==> src/rtl/isqrt_pkg.sv <==
package isqrt_pkg;
  localparam int GROUP_W = 2;

  typedef enum logic {
    SEL_KEEP = 1'b0,
    SEL_TAKE = 1'b1
  } sel_e;
endpackage

==> src/rtl/isqrt_csm.sv <==
module isqrt_csm #(
  parameter int N = 8
) (
  input  logic [N:0]   rem_i,
  input  logic [N-1:0] root_i,
  input  logic [1:0]   pair_i,
  output logic [N:0]   rem_o,
  output logic         bit_o,
  output logic [N+2:0] wide_o
);
  import isqrt_pkg::*;
  localparam int W = N + 3;

  function automatic logic [W-1:0] shift_in(logic [N:0] r, logic [1:0] p);
    return {r, p};
  endfunction

  function automatic logic [W-1:0] trial_of(logic [N-1:0] q);
    return {1'b0, q, 2'b01};
  endfunction

  logic [W-1:0] shifted;
  logic [W-1:0] trial;
  logic [W:0]   diff;
  logic         borrow;
  sel_e         sel;

  always_comb begin
    shifted = shift_in(rem_i, pair_i);
    trial   = trial_of(root_i);
    diff    = {1'b0, shifted} - {1'b0, trial};
    borrow  = diff[W];
    sel     = borrow ? SEL_KEEP : SEL_TAKE;
    wide_o  = (sel == SEL_TAKE) ? diff[W-1:0] : shifted;
    rem_o   = wide_o[N:0];
    bit_o   = (sel == SEL_TAKE);
  end
endmodule

==> src/rtl/isqrt_stage.sv <==
module isqrt_stage #(
  parameter int N = 8,
  parameter int K = 0
) (
  input  logic           clk,
  input  logic           rst,
  input  logic           vld_i,
  input  logic [N:0]     rem_i,
  input  logic [N-1:0]   root_i,
  input  logic [2*N-1:0] rad_i,
  output logic           vld_q,
  output logic [N:0]     rem_q,
  output logic [N-1:0]   root_q,
  output logic [2*N-1:0] rad_q
);
  logic [N:0]   rem_nxt;
  logic         bit_nxt;
  logic [N+2:0] wide_rem;

  isqrt_csm #(.N(N)) cell_i (
    .rem_i  (rem_i),
    .root_i (root_i),
    .pair_i (rad_i[2*N-1 -: 2]),
    .rem_o  (rem_nxt),
    .bit_o  (bit_nxt),
    .wide_o (wide_rem)
  );

  always_ff @(posedge clk) begin
    if (rst) vld_q <= 1'b0;
    else     vld_q <= vld_i;
  end

  always_ff @(posedge clk) begin
    rem_q  <= rem_nxt;
    root_q <= {root_i[N-2:0], bit_nxt};
    rad_q  <= {rad_i[2*N-3:0], 2'b00};
  end

  // the selected remainder never needs more than N+1 bits
  a_r4_rem_narrow: assert property (@(posedge clk) disable iff (rst)
    vld_i |-> (wide_rem[N+2:N+1] == 2'b00));

  // partial remainder stays within twice the partial root
  a_r4_rem_bound: assert property (@(posedge clk) disable iff (rst)
    vld_q |-> ({1'b0, rem_q} <= {1'b0, root_q, 1'b0}));

  // after stage K only K+1 root bits can be set
  a_r5_root_width: assert property (@(posedge clk) disable iff (rst)
    vld_q |-> ((root_q >> (K + 1)) == '0));
endmodule

==> src/rtl/isqrt_pipe.sv <==
module isqrt_pipe #(
  parameter int N = 8
) (
  input  logic           clk,
  input  logic           rst,
  input  logic           in_valid,
  input  logic [2*N-1:0] in_radicand,
  output logic           out_valid,
  output logic [N-1:0]   out_root,
  output logic [N:0]     out_rem
);
  logic           vld_p  [N+1];
  logic [N:0]     rem_p  [N+1];
  logic [N-1:0]   root_p [N+1];
  logic [2*N-1:0] rad_p  [N+1];

  assign vld_p[0]  = in_valid;
  assign rem_p[0]  = '0;
  assign root_p[0] = '0;
  assign rad_p[0]  = in_radicand;

  for (genvar k = 0; k < N; k++) begin : g_stage
    isqrt_stage #(.N(N), .K(k)) stage_i (
      .clk    (clk),
      .rst    (rst),
      .vld_i  (vld_p[k]),
      .rem_i  (rem_p[k]),
      .root_i (root_p[k]),
      .rad_i  (rad_p[k]),
      .vld_q  (vld_p[k+1]),
      .rem_q  (rem_p[k+1]),
      .root_q (root_p[k+1]),
      .rad_q  (rad_p[k+1])
    );
  end

  assign out_valid = vld_p[N];
  assign out_root  = root_p[N];
  assign out_rem   = rem_p[N];

  logic first_bit;
  assign first_bit = root_p[1][0];

  // no result is flagged in the cycle after reset
  a_r2_reset_clear: assert property (@(posedge clk) disable iff (rst)
    $past(rst) |-> !out_valid);

  // output remainder bounded by twice the root
  a_r4_out_bound: assert property (@(posedge clk) disable iff (rst)
    out_valid |-> ({1'b0, out_rem} <= {1'b0, out_root, 1'b0}));

  // every radicand group has been consumed at the output
  a_r5_groups_used: assert property (@(posedge clk) disable iff (rst)
    out_valid |-> (rad_p[N] == '0));

  // first root bit follows the top radicand group
  a_r6_first_bit: assert property (@(posedge clk) disable iff (rst)
    vld_p[1] |-> (first_bit == $past(in_radicand[2*N-1 -: 2] != 2'b00)));
endmodule

==> config.mk <==
export PLATFORM = sky130hd
export DESIGN_NAME = isqrt_pipe
export DESIGN_NICKNAME = d
export VERILOG_FILES = /design/src/rtl/isqrt_pkg.sv /design/src/rtl/isqrt_csm.sv /design/src/rtl/isqrt_stage.sv /design/src/rtl/isqrt_pipe.sv
export SDC_FILE = /design/constraint.sdc
export NUM_CORES = 1
export LEC_CHECK = 0
export ABC_AREA = 1
export BUFFER_PORTS_ARGS = -buffer_cell sky130_fd_sc_hd__buf_2
export CAP_MARGIN = 5
export CORE_MARGIN = 2
export CORE_UTILIZATION = 50
export CTS_BUF_LIST = sky130_fd_sc_hd__clkbuf_8
export DETAILED_ROUTE_END_ITERATION = 8
export PLACE_DENSITY = 0.7
export SLEW_MARGIN = 25
export SYNTH_ARGS = -nofsm -noshare
export SYNTH_HDL_FRONTEND = slang
export SYNTH_SLANG_ARGS = --single-unit
==> constraint.sdc <==
create_clock -name clk -period 1.35 [get_ports clk]
set_input_delay 0.135 -clock clk [delete_from_list [all_inputs] [get_ports clk]]
set_output_delay 0.135 -clock clk [all_outputs]
set_load 0.1 [all_outputs]
# [After elaboration in Yosys (flattened, before gate mapping)]
# Cells that the tools add are included.
[word_totals] ff_bits=166 input_bits=19 output_inout_bits=18 word_cells=56
[op_classes] n_addsub=8 mux=16
[op_table] cell="$mux 9" n=7
[op_table] cell="$sub 11x3->12" n=1
[op_table] cell="$sub 11x4->12" n=1
[op_table] cell="$sub 11x5->12" n=1
[op_table] cell="$sub 11x6->12" n=1
[op_table] cell="$sub 11x7->12" n=1
[op_table] cell="$sub 11x8->12" n=1
[op_table] cell="$sub 11x9->12" n=1
[op_table] cell="$mux 1" n=8
[op_table] cell="$sub 2x1->3 const B" n=1
[op_table] cell="$mux 2" n=1

# [Logic depth before layout (Yosys ltp)]
[logic_depth] word_depth=2 depth_mapped=12 mapped_depth_nobuf=12

# [By module]
# From an unflattened synthesis, not the netlist that was laid out.
[hier_totals] cells_unflattened=1482 hier_area_um2=11838.9
[by_module_without_submodules] module="isqrt_stage" instances=8 cells_each=37 area_each_um2=669.4 seq_area_each_um2=640.6
[by_module_without_submodules] module="isqrt_csm at g_stage[1].stage_i.cell_i ..." instances=5 cells_each=147 area_each_um2=828.3 seq_area_each_um2=0.0
[by_module_without_submodules] module="isqrt_csm at g_stage[0].stage_i.cell_i ..." instances=3 cells_each=150 area_each_um2=779.5 seq_area_each_um2=0.0
[by_module_without_submodules] module="isqrt_pipe" instances=1 cells_each=1 area_each_um2=3.8 seq_area_each_um2=0.0

# [Worst setup path after synthesis]
# No wires, ideal clock.
[synth_path] path_kind="register to register" from="register g_stage[6].stage_i.root_q[2]" to="register g_stage[7].stage_i.rem_q[0]" setup_ps=113 arrival_ps=1335 required_ps=1237 path_slack_ps=-98 path_stages_with_launch=12 n_path_buf=1 period_less_slack_ps=1448 cell_sequence="dfxtp_1 inv_1 ha_1 nand2_1 nand2_1 nand2_1 nand2_2 nand2_4 nand3_4 buf_12 nand2_1 nand2_1"
[synth_between] elab_chain_len=2
[synth_rtl] element="start, declared" line="isqrt_stage.sv:13" rtl="output logic [N-1:0] root_q,"
[synth_rtl] element="start signal, assigned" line="isqrt_stage.sv:36" rtl="root_q <= {root_i[N-2:0], bit_nxt};"
[synth_rtl] element="$sub 11x9->12" line="isqrt_csm.sv:31" rtl="diff = {1'b0, shifted} - {1'b0, trial};"
[synth_rtl] element="$mux 9" line="isqrt_csm.sv:34" rtl="wide_o = (sel == SEL_TAKE) ? diff[W-1:0] : shifted;"
[synth_rtl] element="via g_stage[7].stage_i.cell_i.rem_o[0]" line="isqrt_csm.sv:7" rtl="output logic [N:0] rem_o,"
[synth_rtl] element="end signal, assigned" line="isqrt_stage.sv:35" rtl="rem_q <= rem_nxt;"
[synth_rtl] element="end, declared" line="isqrt_stage.sv:12" rtl="output logic [N:0] rem_q,"
# The timed path passes the listed nets, and every way through them passes these cells.
# A chain may end at the register's enable or synchronous reset.

# [Worst setup path after layout]
[layout_path] from="register g_stage[3].stage_i.root_q[3]" to="register g_stage[4].stage_i.rem_q[3]"
[layout_between] elab_chain_len=2
[layout_rtl] element="start, declared" line="isqrt_stage.sv:13"
[layout_rtl] element="start signal, assigned" line="isqrt_stage.sv:36"
[layout_rtl] element="$sub 11x6->12" line="isqrt_csm.sv:31"
[layout_rtl] element="$mux 9" line="isqrt_csm.sv:34"
[layout_rtl] element="via g_stage[4].stage_i.cell_i.rem_o[3]" line="isqrt_csm.sv:7"
[layout_rtl] element="end signal, assigned" line="isqrt_stage.sv:35"
[layout_rtl] element="end, declared" line="isqrt_stage.sv:12"
# The timed path passes the listed nets, and every way through them passes these cells.

==> impl_metrics.py <==
metrics = {
    "outcome": {
        "status": "finished, violations left",
        "failed_checks": "setup timing",
    },
    "final_layout": {
        "fillers": 831,
        "layout-drive-gt1-share": 0.508,
        "final_nets": 1014,
        "n_antenna_cell": 0,
        "final_cell_mix": "nand2_1, buf_4, dfxtp_1, inv_1, nand2_2",
        "seqCellArea_sq_um": 3390,
        "fin_area_sq_um": 9520,
        "final_common_cell": "nand2_1",
        "multi_input_area_sq_um": 3650,
        "area_growth_pct": 47.7,
    },
    "die": {
        "ios": 37,
        "start_util": 0.511,
        "fp.dieH_um": 118,
        "die_w_um": 118,
        "fp-row-count": 41,
        "die_area_sq_um": 13800,
        "core_sq_um": 12600,
    },
    "cts": {
        "clock_tree.root_cell": "clkbuf_8",
        "clkLatencyLatePin_ps": 470,
        "numCtsBuffers": 17,
        "h-tree-depth": 4,
        "cts_buffer_depth": 2,
        "clkSlewWorstSetupHoldPaths_ps": 80,
        "cts_tree": "built",
        "cts_sinks": 166,
    },
    "synth": {
        "yosys.area_share.xor_xnor": 0.0270,
        "yosys.area_share.simple": 0.248,
        "synth.ff_latch_count": 166,
        "synth_edf_count": 0,
        "ys_seq_area_frac": 0.516,
        "synth_top_family_by_area": "simple AND/OR/NAND/NOR gates",
        "async_flop_share": 0,
        "synth_cell_types": 37,
        "syn_area_sq_um": 6440,
        "yosys_warnings": 0,
        "synth_compound_area_frac": 0.0456,
        "avgSynthCellArea_sq_um": 8.35,
        "synth_ff_type": "dfxtp_1",
        "synth.area.mux_share": 0,
        "synthCells": 772,
        "synthAdderAreaFrac": 0.0699,
        "synthesis.nets": 827,
    },
    "global_routing": {
        "gr-total-overflow": 0,
        "antenna_found_initial": 0,
        "groute.usage.overall": 0.219,
        "grt_pass1_vias": 5413,
        "grt_max_degree": 18,
        "grt_pass1_wl_um": 24300,
    },
    "worst_setup_path": {
        "crit_fanout": 6,
        "cpMaxStageDelayCell": "dfxtp_2",
        "slowest_delay_ps": 360,
        "worst_setup_path_start_kind": "flip-flop",
        "crit_required_ps": 1700,
        "endpoint_kind": "flip-flop",
        "cp.arrival_ps": 1880,
        "reg2reg_slack_ps": -180,
        "cp_cell_sequence": "inv_2 -> ha_4 -> inv_2 -> nor3_4 -> nand3b_1 -> nand2_4 -> inv_6 -> nand2_2 -> nand2_1",
        "critical_path_class": "flip-flop to flip-flop",
        "cpMostUsedCell": "inv_2",
    },
    "timing": {
        "rsz0062_at_grt": "yes",
        "setup_viol": 53,
        "hold_viol": 0,
        "holdWs_ps": 305,
        "setup_ws_ps": -177,
        "post-route-min-period_ps": 1530,
        "slew_violations": 0,
        "max_freq_ghz": 0.655,
        "fin_worst_skew_ps": 11.4,
        "fin_crit_sh": 1.13,
    },
    "placed_design": {
        "gp_congestion": 0.859,
        "placed_area_sq_um": 7620,
        "dpl.hpwl_um": 9530,
        "io_buffer_count": 36,
    },
    "detailed_routing": {
        "drt_iter0_markers": 251,
        "drt_first_pass_iters": 4,
        "post-route-drc-count": 0,
        "routed_via_density": 4.80,
        "antenna_left": 0,
        "wl_per_cell_um": 13.5,
        "routed_wl_um": 15500,
        "num_vias": 5495,
    },
    "worst_hold_path": {
        "min_path_type": "input port to flip-flop",
    },
    "power_and_ir_drop": {
        "power_frac_seq": 0.340,
        "p_leak_nw": 4.62,
        "clkPwrFrac": 0.168,
        "cellPowerDensity_nw_per_um2": 2070,
        "intPower_mw": 11.4,
        "ir_drop_mv": 1.17,
        "power_switching_mw": 8.30,
        "combinationalPowerShare": 0.492,
        "power.total_mw": 19.7,
        "sw_frac_of_total": 0.422,
    },
    "flow_run": {
        "drv_cap": 0,
    },
}
worst max-delay path, delay by kind of cell, from the launching register on:
family	cells	cell delay [ps]
buffers and inverters	3	170
and+or+nand+nor	5	620
DFF	1	360
adders and majority gates	1	270
what timing repair did:
action | CTS | global route
hold endpoints to repair | 25 | 0
buffers inserted | 17 | 10
gates cloned | 5 | 0
pin swaps | 56 | 87
gates resized for setup | 171 | 157
hold buffers | 20 | 0
endpoints found under the setup margin | 83 | 63
metrics by stage:
step / setup TNS (ps) / setup slack, ps / util / cells
global route: -7550 / -267 / 0.755 / 1144
CTS: -1890 / -133 / 0.710 / 1134
finish: -3480 / -177 / 0.755 / 1144
floorplan: -82.5 / -11.5 / - / 772
global placement: -6080 / -207 / 0.604 / 1061
detailed placement: -7250 / -214 / 0.604 / 1061
cell type report:
type,count,share of cell area
inverter,152,0.0623
tap,172,0.0226
sequential,166,0.356
timing repair buffer,167,0.137
clock buffer,17,0.0246
multi-input combinational,455,0.384
clock inverter,15,0.0139
registers in the layout, indices dropped and copies added, names as in the netlist:
name,count
g_stage.stage_i.root_q,36
g_stage.stage_i.vld_q,8
g_stage.stage_i.rem_q,66
g_stage.stage_i.rad_q,56
per-layer routing:
layer	up-vias	part of all wire	global-route usage
met4	0	0.029	0.0986
met1	2579	0.43	0.252
met2	116	0.51	0.390
met3	39	0.031	0.0470
met5	-	0	0
li1	2761	-	-
synthesized netlist by cell type (4+ instances only):
| library cell | n | area [sq um] |
|---|---|---|
| a21oi_1 | 20 | 100 |
| xnor2_1 | 5 | 43.8 |
| xor2_1 | 13 | 114 |
| inv_1 | 146 | 548 |
| nor3_1 | 4 | 20.0 |
| nand2_1 | 207 | 777 |
| o21ai_2 | 4 | 35.0 |
| nand4_1 | 9 | 56.3 |
| dfxtp_1 | 166 | 3320 |
| nand3_1 | 44 | 220 |
| inv_2 | 5 | 18.8 |
| nand3_2 | 5 | 50.1 |
| nand3b_1 | 10 | 75.1 |
| o21ai_0 | 15 | 75.1 |
| or2_2 | 4 | 25.0 |
| nor2_4 | 4 | 45.0 |
| nor2_1 | 42 | 158 |
| a21oi_2 | 4 | 35.0 |
| ha_1 | 36 | 450 |
path summary, 6_finish.rpt:
kind	startpoint	end	cells past startpoint
worst max register to register	g_stage[3].stage_i.root_q[3]	g_stage[4].stage_i.rem_q[3]	9
worst min register to register	g_stage[2].stage_i.rad_q[13]	g_stage[3].stage_i.rad_q[15]	0
worst max-delay path	g_stage[3].stage_i.root_q[3]	g_stage[4].stage_i.rem_q[3]	9
worst min-delay path	in_radicand[10]	g_stage[0].stage_i.rad_q[12]	2
cell families (layout without fill, tap and decap cells):
logic type | count (synthesis) | count (layout)
AND/OR/NAND/NOR | 344 | 349
flip-flops | 166 | 166
buffers and inverters | 156 | 351
AO/OA/AOI/OAI | 50 | 50
adder cells (fa/ha/maj) | 36 | 36
XOR/XNOR | 19 | 19
other | 1 | 1
power groups by stage:
stage	clock [mW]	combinational, mW	sequential, mW
final	3.31	9.68	6.70
after global routing	3.58	10.4	6.80
after global placement	0	6.93	6.56
after CTS	3.35	8.31	6.62
after detailed placement	0	7.06	6.60
after floorplan	0	3.75	7.75
Note: power is estimated with default switching activity, not from simulation.
